File: src/rtl/pll_ctl_reg.sv
module pll_ctl_reg #(
  parameter int ADDR_W = 8,
  parameter logic [ADDR_W-1:0] REG_ADDR = 'h36,
  parameter int SYNC_STAGES = 2
) (
  input  logic              clk,
  input  logic              rst_n,
  input  logic [ADDR_W-1:0] bus_addr,
  input  logic              bus_wr,
  input  logic              bus_rd,
  input  logic [7:0]        bus_wdata,
  output logic [7:0]        bus_rdata,
  input  logic              auto_mode,
  input  logic              lock_async,
  output logic              irq,
  output logic              pll_on,
  output logic              base_sel,
  output logic [1:0]        prescale,
  output logic [1:0]        vco_range
);
  localparam int B_IE  = 7;
  localparam int B_FLG = 6;
  localparam int B_ON  = 5;
  localparam int B_BCS = 4;
  localparam int B_PRE = 2;
  localparam int B_VPR = 0;

  logic [SYNC_STAGES-1:0] sync_q;
  logic lock_d, toggle;
  logic flag_q, ie_q;
  logic sel, rd_hit, wr_hit;

  generate
    for (genvar i = 0; i < SYNC_STAGES; i++) begin : g_sync
      always_ff @(posedge clk or negedge rst_n) begin
        if (!rst_n) sync_q[i] <= 1'b0;
        else if (i == 0) sync_q[i] <= lock_async;
        else sync_q[i] <= sync_q[(i == 0) ? 0 : i-1];
      end
    end
  endgenerate

  always_ff @(posedge clk or negedge rst_n)
    if (!rst_n) lock_d <= 1'b0;
    else lock_d <= sync_q[SYNC_STAGES-1];

  assign toggle = sync_q[SYNC_STAGES-1] ^ lock_d;
  assign sel    = (bus_addr == REG_ADDR);
  assign rd_hit = sel & bus_rd;
  assign wr_hit = sel & bus_wr;

  always_ff @(posedge clk or negedge rst_n) begin
    if (!rst_n) flag_q <= 1'b0;
    else if (toggle) flag_q <= 1'b1;
    else if (rd_hit) flag_q <= 1'b0;
  end

  always_ff @(posedge clk or negedge rst_n) begin
    if (!rst_n) begin
      ie_q      <= 1'b0;
      pll_on    <= 1'b1;
      base_sel  <= 1'b0;
      prescale  <= 2'b00;
      vco_range <= 2'b00;
    end else if (wr_hit) begin
      if (auto_mode) ie_q <= bus_wdata[B_IE];
      pll_on    <= bus_wdata[B_ON];
      base_sel  <= bus_wdata[B_BCS];
      prescale  <= bus_wdata[B_PRE +: 2];
      vco_range <= bus_wdata[B_VPR +: 2];
    end
  end

  logic ie_vis, flag_vis;
  assign ie_vis   = ie_q & auto_mode;
  assign flag_vis = flag_q & auto_mode;
  assign irq      = ie_vis & flag_vis;

  assign bus_rdata = rd_hit ? {ie_vis, flag_vis, pll_on, base_sel, prescale, vco_range} : 8'h00;

  p_set_on_toggle_r4: assert property (@(posedge clk) disable iff (!rst_n)
    toggle |=> flag_q);
  p_rise_needs_toggle_r4: assert property (@(posedge clk) disable iff (!rst_n)
    $rose(flag_q) |-> $past(toggle));
  p_clear_on_read_r5: assert property (@(posedge clk) disable iff (!rst_n)
    (rd_hit && !toggle) |=> !flag_q);
  p_race_keeps_flag_r6: assert property (@(posedge clk) disable iff (!rst_n)
    (rd_hit && toggle) |=> flag_q);
  p_irq_needs_mode_r9: assert property (@(posedge clk) disable iff (!rst_n)
    irq |-> auto_mode);
  p_ie_frozen_r8: assert property (@(posedge clk) disable iff (!rst_n)
    !auto_mode |=> $stable(ie_q));
  p_ctl_hold_r3: assert property (@(posedge clk) disable iff (!rst_n)
    !wr_hit |=> $stable({pll_on, base_sel, prescale, vco_range}));
  p_other_addr_r11: assert property (@(posedge clk) disable iff (!rst_n)
    !sel |-> bus_rdata == 8'h00);
endmodule

File: config.mk
export PLATFORM = sky130hd
export DESIGN_NAME = pll_ctl_reg
export DESIGN_NICKNAME = d
export VERILOG_FILES = /design/src/rtl/pll_ctl_reg.sv
export SDC_FILE = /design/constraint.sdc
export NUM_CORES = 1
export LEC_CHECK = 0
export ABC_AREA = 1
export BUFFER_PORTS_ARGS = -buffer_cell sky130_fd_sc_hd__buf_2
export CORE_UTILIZATION = 44
export DETAILED_ROUTE_END_ITERATION = 7
export PLACE_DENSITY_LB_ADDON = 0.1
export SETUP_SLACK_MARGIN = 0.5
export SLEW_MARGIN = 20
export SYNTH_ARGS = -nofsm -noshare
export SYNTH_HDL_FRONTEND = slang
export SYNTH_SLANG_ARGS = --single-unit
File: constraint.sdc
create_clock -name clk -period 1.3 [get_ports clk]
set_input_delay 0.13 -clock clk [delete_from_list [all_inputs] [get_ports clk]]
set_output_delay 0.13 -clock clk [all_outputs]
set_load 0.03 [all_outputs]
Word level (Yosys, flattened, before mapping)
Index checks and enable logic that the tools add are counted.

operators by class
  bitwise operators = 6
  equal/unequal tests = 1
  reductions and logical operators = 2
  mux-type cells = 3

operators by type and width
  operator                                                               number
  8-bit by 6-bit equality test with 1-bit output, second input constant  1
  8-bit two-way mux                                                      1
  1-bit bitwise AND                                                      5
  1-bit two-way mux                                                      2
  2-bit AND reduction                                                    1
  2-bit nonzero test                                                     1
  1-bit bitwise XOR                                                      1

storage, ports and cells
  logic and storage cells = 21
  bits of input ports = 22
  bits in registers = 11
  output and inout bits = 15

Depth between registers and ports, before layout
Gate-level depths: netlist of the first run.

  word-level depth = 4
  depth in mapped cells = 7
  mapped depth without buffers = 7

Worst setup path before layout of the first run
OpenSTA, ideal clock, no wires.

  kind = reg-to-output
  start = reg pll_on
  end = out bus_rdata[5]
  required time = 1.170 ns
  stages on the path, launching flop included = 3
  buffers on the path = 0
  setup slack = 0.197 ns
  arrival = 0.973 ns
  cell sequence = dfstp_2 inv_1 nor2_2

on the way
  longest elaborated chain between the ends = 1

ends and longest elaborated chain
  element                 line  source
  start, declared         16    output logic pll_on,
  start signal, assigned  67    pll_on <= bus_wdata[B_ON];
  8-bit two-way mux       79    assign bus_rdata = rd_hit ? {ie_vis, flag_vis, pll_on, base_sel, prescale, vco_range} : 8'h00;
  end, declared           12    output logic [7:0] bus_rdata,

Every way passes these cells.

Final worst setup path of the first run
Ends and elaborated chain as after synthesis.

==> results of run 1 <==
## kinds of logic (layout without fill, tap and decap cells)
| group | after synthesis | in the layout | synth area share |
|---|---|---|---|
| simple gates | 48 | 49 | 0.451 |
| buf+inv | 13 | 65 | 0.0820 |
| flops | 11 | 11 | 0.453 |
| xor+xnor | 1 | 1 | 0.0143 |
## power by group through the flow
| stage | Clock (mW) | Combinational (mW) | Sequential, mW |
|---|---|---|---|
| finish | 0.232 | 0.173 | 0.371 |
| global route | 0.246 | 0.183 | 0.373 |
| CTS | 0.234 | 0.156 | 0.369 |
| detailed placement | 0 | 0.127 | 0.374 |
| global placement | 0 | 0.124 | 0.373 |
| floorplan | 0 | 0.0493 | 0.391 |
## per-layer routing
layer / part of all wire / up-vias / wire, µm
met4: 0.0079 / 0 / 14
met2: 0.56 / 34 / 991
li1: - / 325 / -
met1: 0.37 / 305 / 656
met5: 0 / - / 0
met3: 0.060 / 2 / 106
## stage by stage
stage | cells | power (mW) | setup WS (ps) | utilization
floorplan | 73 | 0.440 | 294 | -
global placement | 123 | 0.497 | 94.2 | 0.678
detailed placement | 123 | 0.501 | 71.4 | 0.678
CTS | 135 | 0.759 | 103 | 0.843
global route | 141 | 0.802 | 83.6 | 0.905
finish | 141 | 0.776 | 112 | 0.905
## final timing paths
kind	start	endpoint	slack, ps	cells after the start
worst min-delay path	bus_wdata[5]	pll_on	80	3
min in group asynchronous	rst_n	flag_q	270	2
worst max register to register	base_sel	base_sel	390	4
worst max-delay path	pll_on	bus_rdata[5]	110	3
worst min register to register	sync_q[0]	sync_q[1]	360	0
max in group asynchronous	rst_n	pll_on	760	2
## timing repair
item | 4_1_cts | 5_1_grt
pin swaps | 8 | 13
hold buffers | 2 | 0
gates cloned | 1 | 0
endpoints found under the hold margin | 12 | 0
gates resized for setup | 37 | 14
endpoints found under the setup margin | 21 | 23
buffers inserted | 5 | 6
## area by class of cell
cell class | count | share of cell area
timing repair buffer | 49 | 0.366
multi-input combinational | 50 | 0.312
sequential | 11 | 0.235
clock buffer | 4 | 0.0223
inverter | 12 | 0.0489
tap | 15 | 0.0159
## layout by cell type, fill, tap and decap left out, types with 2 or more instances in the layout
cell type	n
buf_6	24
nand2_1	17
buf_2	16
nor2_4	12
dfrtp_1	10
inv_2	7
nand3_1	6
buf_4	6
nand2_2	4
nand2_4	4
inv_1	3
clkbuf_4	3
nor2_1	2
nand4_1	2
dlygate4sd3_1	2
## critical path: stages, from the launching register on
cell and delay (ps):
dfstp_2 550, inv_2 40, nor2_4 70, buf_6 130
## state kept, by name, summed over array words and instances, names as in the netlist
register	flops
prescale	2
flag_q	1
pll_on	1
sync_q	2
ie_q	1
lock_d	1
base_sel	1
vco_range	2
==> impl_results.md, run 1 <==
* Status: finished, final reports clean
* Fillers at 71
* Share of synthesized flip-flops with an asynchronous set or reset at 1.00
* Mapped Nets at 95
* Setup crit start kind: register
* Arrival time at the worst endpoint at 1060 ps
* Num rows at 13
* Worst Skew at 0.229 ps
* Top cells by count, synth: nand2_1, inv_1, nor2_2, dfrtp_1, nand3_1
* Avg Vias per Cell at 4.72
* Unrepaired setup endpoints after global routing: yes
* Clock power frac at 0.299
* Sink Count at 11
* CTS Root Cell: clkbuf_4
* Die Ht at 39.3 µm
* Sequential Power Share at 0.478
* Post-route ant nets at 0
* Int Pwr at 0.558 mW
* Top Ports at 37
* GRT met1 Usage at 0.230
* Synth area leaders: dfrtp_1, nand2_1, nor2_2
* Finished Cell Area at 1180 µm²
* WHS at 79.8 ps
* Setup TNS at 0 ps
* Final setup fails at 0
* Syn Inst Count at 73
* Reg clk slew, reported paths at 60 ps
* Placement Cell Area at 882 µm²
* Fin nets at 149
* Switch Pwr at 0.218 mW
* Fmax at 842 MHz
* DR WL/cell at 12.5 µm
* Insertion delay to the later sink of the worst-skew pair at 270 ps
* Crit path kind: register to output port
* First-pass GRT wire length at 2210 µm
* Initial antenna violation count at 0
* Top_reg_cell synth: dfrtp_1
* Core footprint at 1300 µm²
* Worst IR Drop VDD at 0.709 mV
* Hold Violations, Final at 0
* Die area at 1540 µm²
* Post-synthesis sequential area ratio at 0.453
* Fraction of layout cells with a size suffix above 1 at 0.651
* Vias in the first global route at 533
* Area of the multi-input gates at 368 µm²
* First-pass DRT Iterations at 4
* Area Growth Syn to Fin at 92.8%
* Relative max-transition margin at 0.830
* Initial DRC count at 16
* Share of the synthesized area in the top cell type at 0.410
* GRT met3 Usage at 0.0455
* #FFs+latches synth at 11
* DP HPWL at 982 µm
* Top-count cell post-synth: nand2_1
* Worst Tran Pin Value at 256 ps
* CTS tree: built
* Top Usage Layer GRT: met2
* Port Buffer Count at 35
* Global route overflow at 0
* Power per cell area at 659 nW/µm²
* Max-Cap Viols at 0
* Max FO, Critical Path at 3
* Combinational power share at 0.223
* Pin count of the biggest net entering global routing at 12
* Die width at 39.3 µm
* Top cell type by total area after synthesis: dfrtp_1
* GRT met2 Usage at 0.413
* Global-route usage over all layers at 0.220
* Post-Syn Area at 611 µm²
* Leakage power at 0.605 nW
* Htree depth at 1
* Ys Warns at 0
* Vias at 666
* CTS Buffer Depth at 2
* Post-synth EDFFs at 0
* Register Area at 277 µm²
* Kind of end point of the critical path: output port
* Switching share of power at 0.281
* Critical path required time at 1170 ps
* GPL Wtd Cong at 0.646
* CTS Buf Count at 3
* Final worst path period share at 0.914
* Synth cell types at 15
* Final wirelength at 1770 µm
* Ant. Diodes at 0
* Period minus WS final at 1190 ps
* Hold Path Class: primary input to register
* Slew Limit Fails at 0
* DRC Markers at 0
* Initial cell density of the core at 0.469
* Avg Inst Size Synth at 8.36 µm²
(Power assumes the default switching activity.)
==> inputs of run 2 (changes only) <==
Settings changed: CORE_UTILIZATION 44 to 45, CTS_BUF_LIST set to sky130_fd_sc_hd__clkbuf_4 sky130_fd_sc_hd__clkbuf_8.
Clock period 1.3 ns to 1.4 ns, I/O delays scaled along.
==> impl_results.md, run 2 (synthesis gave the netlist of run 1 again) <==
* Status: finished, final reports clean
* Unrepaired setup endpoints after global routing: yes
* Final worst path period share at 0.870
* DR WL/cell at 14.5 µm
* Post-Place Setup Slack at 162 ps
* CTS tree: built
* Ant. Diodes at 0
* Arrival time at the worst endpoint at 1080 ps
* Worst Tran Pin Value at 248 ps
* Htree depth at 1
* Critical path buffer and inverter count at 2
* First-pass DRT Iterations at 4
* Port Buffer Count at 35
* Max FO, Critical Path at 3
* Global-route usage over all layers at 0.248
* Die Ht at 38.8 µm
* Fmax at 821 MHz
* CTS Root Cell: clkbuf_4
* Hold Crit Start: bus_wdata[5]
* DRC Markers at 0
* Die width at 38.8 µm
* CTS Buf Count at 3
* Core footprint at 1190 µm²
* Most frequent cells in the layout: buf_6, buf_2, nand2_1, nor2_4, dfrtp_1
* Relative max-transition margin at 0.834
* Fin nets at 143
* Pwr Total at 0.741 mW
* Worst Skew at 4.36 ps
* First-pass GRT wire length at 2390 µm
* RR Startpoint: flag_q
* Top delay family on crit path: flip-flops
* Initial cell density of the core at 0.515
* Initial DRC count at 5
* Final setup fails at 0
* Final wirelength at 1950 µm
* DP HPWL at 952 µm
* Pin count of the biggest net entering global routing at 12
* Slowest CP cell: dfstp_2
* Global route overflow at 0
* Final worst slack at 182 ps
* Vias in the first global route at 615
* Period minus WS final at 1220 ps
* Worst IR Drop VDD at 0.642 mV
* Setup crit start kind: register
* Num rows at 12
* Initial antenna violation count at 0
* GPL Wtd Cong at 0.718
* Power per cell area at 664 nW/µm²
* Hold Violations, Final at 0
* Die area at 1510 µm²
* Max-Cap Viols at 0
* Worst Hold Endpoint: pll_on
* Most common cell after layout, fill and taps aside: buf_6
* Sink Count at 11
* Post-route ant nets at 0
* Reg-to-Reg End: flag_q
* Placed insts at 122
* Area Growth Syn to Fin at 83.0%
* Worst Reg-to-Reg Cells at 4
* Setup TNS at 0 ps
* Vias at 664
* Avg Vias per Cell at 4.96
* FF-to-FF setup slack at 520 ps
* WHS at 91.5 ps
* Hold depth at 3
* CTS Buffer Depth at 2
* Critical path required time at 1260 ps
* Layout Cells excl Fill at 134
* Fraction of layout cells with a size suffix above 1 at 0.642
* Insertion delay to the later sink of the worst-skew pair at 270 ps
* Crit path largest cell delay at 560 ps
* Biggest regs: prescale x2, sync_q x2, vco_range x2
* Reg clk slew, reported paths at 70 ps
* Hold Path Class: primary input to register
* Worst-path cell chain: inv_2, nor2_4, buf_6
* Leakage power at 0.576 nW
* Kind of end point of the critical path: output port
* Top Ports at 37
* Slew Limit Fails at 0
* Crit path kind: register to output port
## run 2: cell count changes in the layout (fill, tap and decap cells not counted), sizes merged
cell / change
buf: -6
## run 2: power by group
part	internal, mW	leakage (nW)	switching [mW]
logic	0.0686	0.420	0.0880
clock network	0.130	0.0184	0.111
registers	0.332	0.137	0.0120
## run 2: metal layers
metal  track usage  vias to the layer above  part of all wire
met5             0                        -                 0
met4         0.155                        0             0.019
met3        0.0347                        6             0.042
met2         0.483                       35              0.57
met1         0.233                      308              0.37
li1              -                      315                 -
## run 2: cell type report
class	instances	area (µm²)
fillers	38	68.8
repair buffers	43	360
well taps	14	17.5
flip-flops and latches	11	277
inverters	12	57.6
multi-input cells	50	375
clock buffers	4	30.0
## run 2: how the worst max path moves through the flow
stage	cells after the start	startpoint	slack, ps	to
after floorplan	6	bus_addr[2]	370	bus_rdata[5]
after global placement	8	bus_addr[2]	180	bus_rdata[5]
after detailed placement	8	bus_addr[2]	160	bus_rdata[5]
after CTS	3	pll_on	190	bus_rdata[5]
after global routing	3	pll_on	150	bus_rdata[5]
final	3	pll_on	180	bus_rdata[5]
## run 2: worst register-to-register path, cell delays in order (launching register included)
cell and delay [ps]:
dfrtp_1 400, buf_4 140, buf_4 130, nand2_4 60, nand2_2 40
## run 2: timing repair
item / CTS / global route
cloned: 1 / 0
endpoints found under the hold margin: 12 / 0
buffers inserted: 2 / 3
hold buffers: 2 / 0
setup endpoints to repair: 15 / 15
resized for setup: 41 / 6
pin swaps: 5 / 9
## run 2: metrics by stage
| stage | area [µm²] | utilization |
|---|---|---|
| 2_1_floorplan | 681 | - |
| 3_3_place_gp | 876 | 0.738 |
| 3_5_place_dp | 876 | 0.738 |
| 4_1_cts | 1070 | 0.906 |
| 5_1_grt | 1120 | 0.942 |
| 6_report | 1120 | 0.942 |
==> inputs of run 3 (changes only) <==
Settings changed: CELL_PAD_IN_SITES_DETAIL_PLACEMENT set to 0, CELL_PAD_IN_SITES_GLOBAL_PLACEMENT set to 1, CORE_ASPECT_RATIO set to 1.2, CORE_UTILIZATION 45 to 32, PLACE_DENSITY set to 0.87, PLACE_DENSITY_LB_ADDON 0.1 to unset.
==> impl_results.md, run 3 (synthesis gave the netlist of run 1 again) <==
* Leakage power at 0.580 nW
* Worst IR Drop VDD at 0.627 mV
* GPL Wtd Cong at 0.676
* Period minus WS final at 1200 ps
* CTS Root Cell: clkbuf_4
* Crit path kind: register to output port
* Top Ports at 37
* Power per cell area at 650 nW/µm²
* Max-Cap Viols at 0
* DR WL/cell at 11.1 µm
* Vias in the first global route at 639
* Num rows at 16
* Avg Vias per Cell at 4.49
* Worst Skew at 5.98 ps
* First-pass GRT wire length at 2610 µm
* Reg clk slew, reported paths at 70 ps
* Most frequent cells in the layout: buf_2, nand2_1, buf_6, nor2_4
* Post-route ant nets at 0
* Pin count of the biggest net entering global routing at 12
* Most common cell after layout, fill and taps aside: buf_2
* CTS tree: built
* DRC Markers at 0
* Ant. Diodes at 0
* Worst Tran Pin Value at 242 ps
* Fin nets at 144
* Max FO, Critical Path at 3
* Core footprint at 1700 µm²
* Worst-path cell chain: inv_2, nor2_4, buf_6
* Critical path required time at 1260 ps
* Htree depth at 1
* Fmax at 835 MHz
* Sink Count at 11
* Initial DRC count at 6
* Area Growth Syn to Fin at 82.0%
* Kind of end point of the critical path: output port
* Status: finished, final reports clean
* Hold Path Class: primary input to register
* Hold Violations, Final at 0
* Slew Limit Fails at 0
* Port Buffer Count at 35
* Layout Cells excl Fill at 139
* Setup crit start kind: register
* Final setup fails at 0
* Die width at 41.9 µm
* First-pass DRT Iterations at 4
* Initial cell density of the core at 0.359
* Relative max-transition margin at 0.838
* Fraction of layout cells with a size suffix above 1 at 0.636
* Die area at 2090 µm²
* Final worst path period share at 0.855
* Vias at 624
* Initial antenna violation count at 0
* Final wirelength at 1550 µm
* Arrival time at the worst endpoint at 1060 ps
* CTS Buffer Depth at 2
* Slowest CP cell: dfstp_2
* Global-route usage over all layers at 0.167
* Setup TNS at 0 ps
* DP HPWL at 1010 µm
* Crit path largest cell delay at 550 ps
* Biggest regs: prescale x2, sync_q x2, vco_range x2
* Die Ht at 49.9 µm
* Unrepaired setup endpoints after global routing: yes
* Insertion delay to the later sink of the worst-skew pair at 260 ps
* CTS Buf Count at 3
* Placed insts at 126
* Global route overflow at 0
* Pwr Total at 0.723 mW
==> run 3: per-layer routing <==
metal / up-vias / GRT usage / share of wire
met4: 0 / 0.0806 / 0.015
met1: 283 / 0.192 / 0.41
li1: 313 / - / -
met5: - / 0 / 0
met3: 4 / 0.0293 / 0.064
met2: 24 / 0.294 / 0.51
==> run 3: area by class of cell <==
type	instances	area (µm²)
fill	159	591
multi-input combinational	50	375
timing repair buffer	44	349
sequential	11	277
inverter	12	57.6
clock buffer	4	30.0
tap	18	22.5
==> run 3: what timing repair did <==
action	in CTS	in global routing
endpoints found under the setup margin	15	16
hold endpoints to repair	12	0
resized for setup	34	7
hold buffers	2	0
gates cloned	1	0
buffers inserted	4	2
pin swaps	4	5
==> run 3: worst paths after layout <==
| check | startpoint | end | slack [ps] | cells after the start |
|---|---|---|---|---|
| worst max-delay path | pll_on | bus_rdata[5] | 200 | 3 |
| max in group asynchronous | rst_n | pll_on | 870 | 2 |
| worst min-delay path | bus_wdata[5] | pll_on | 90 | 3 |
| worst max register to register | flag_q | flag_q | 540 | 4 |
| min in group asynchronous | rst_n | prescale[1] | 270 | 2 |
| worst min register to register | sync_q[0] | sync_q[1] | 350 | 0 |
==> run 3: report_power, final <==
group | total (mW) | switching [mW] | internal, mW
clock network | 0.229 | 0.0990 | 0.130
logic | 0.150 | 0.0814 | 0.0689
registers | 0.344 | 0.0114 | 0.332
==> run 3: worst max-delay path: cells and delay by family (launching register included) <==
| family | cells | cell delay (ps) |
|---|---|---|
| DFF | 1 | 550 |
| and+or+nand+nor | 1 | 70 |
| buffers and inverters | 2 | 170 |
==> run 3: stage by stage <==
| stage | cell area (µm²) | worst slack [ps] | hold WS [ps] | utilization |
|---|---|---|---|---|
| 3_3_place_gp | 881 | 172 | 12.8 | 0.518 |
| 2_1_floorplan | 681 | 374 | -156 | - |
| 6_report | 1110 | 203 | 88.2 | 0.653 |
| 3_5_place_dp | 881 | 170 | 21.7 | 0.518 |
| 4_1_cts | 1080 | 189 | 86.0 | 0.635 |
| 5_1_grt | 1110 | 156 | 80.5 | 0.653 |
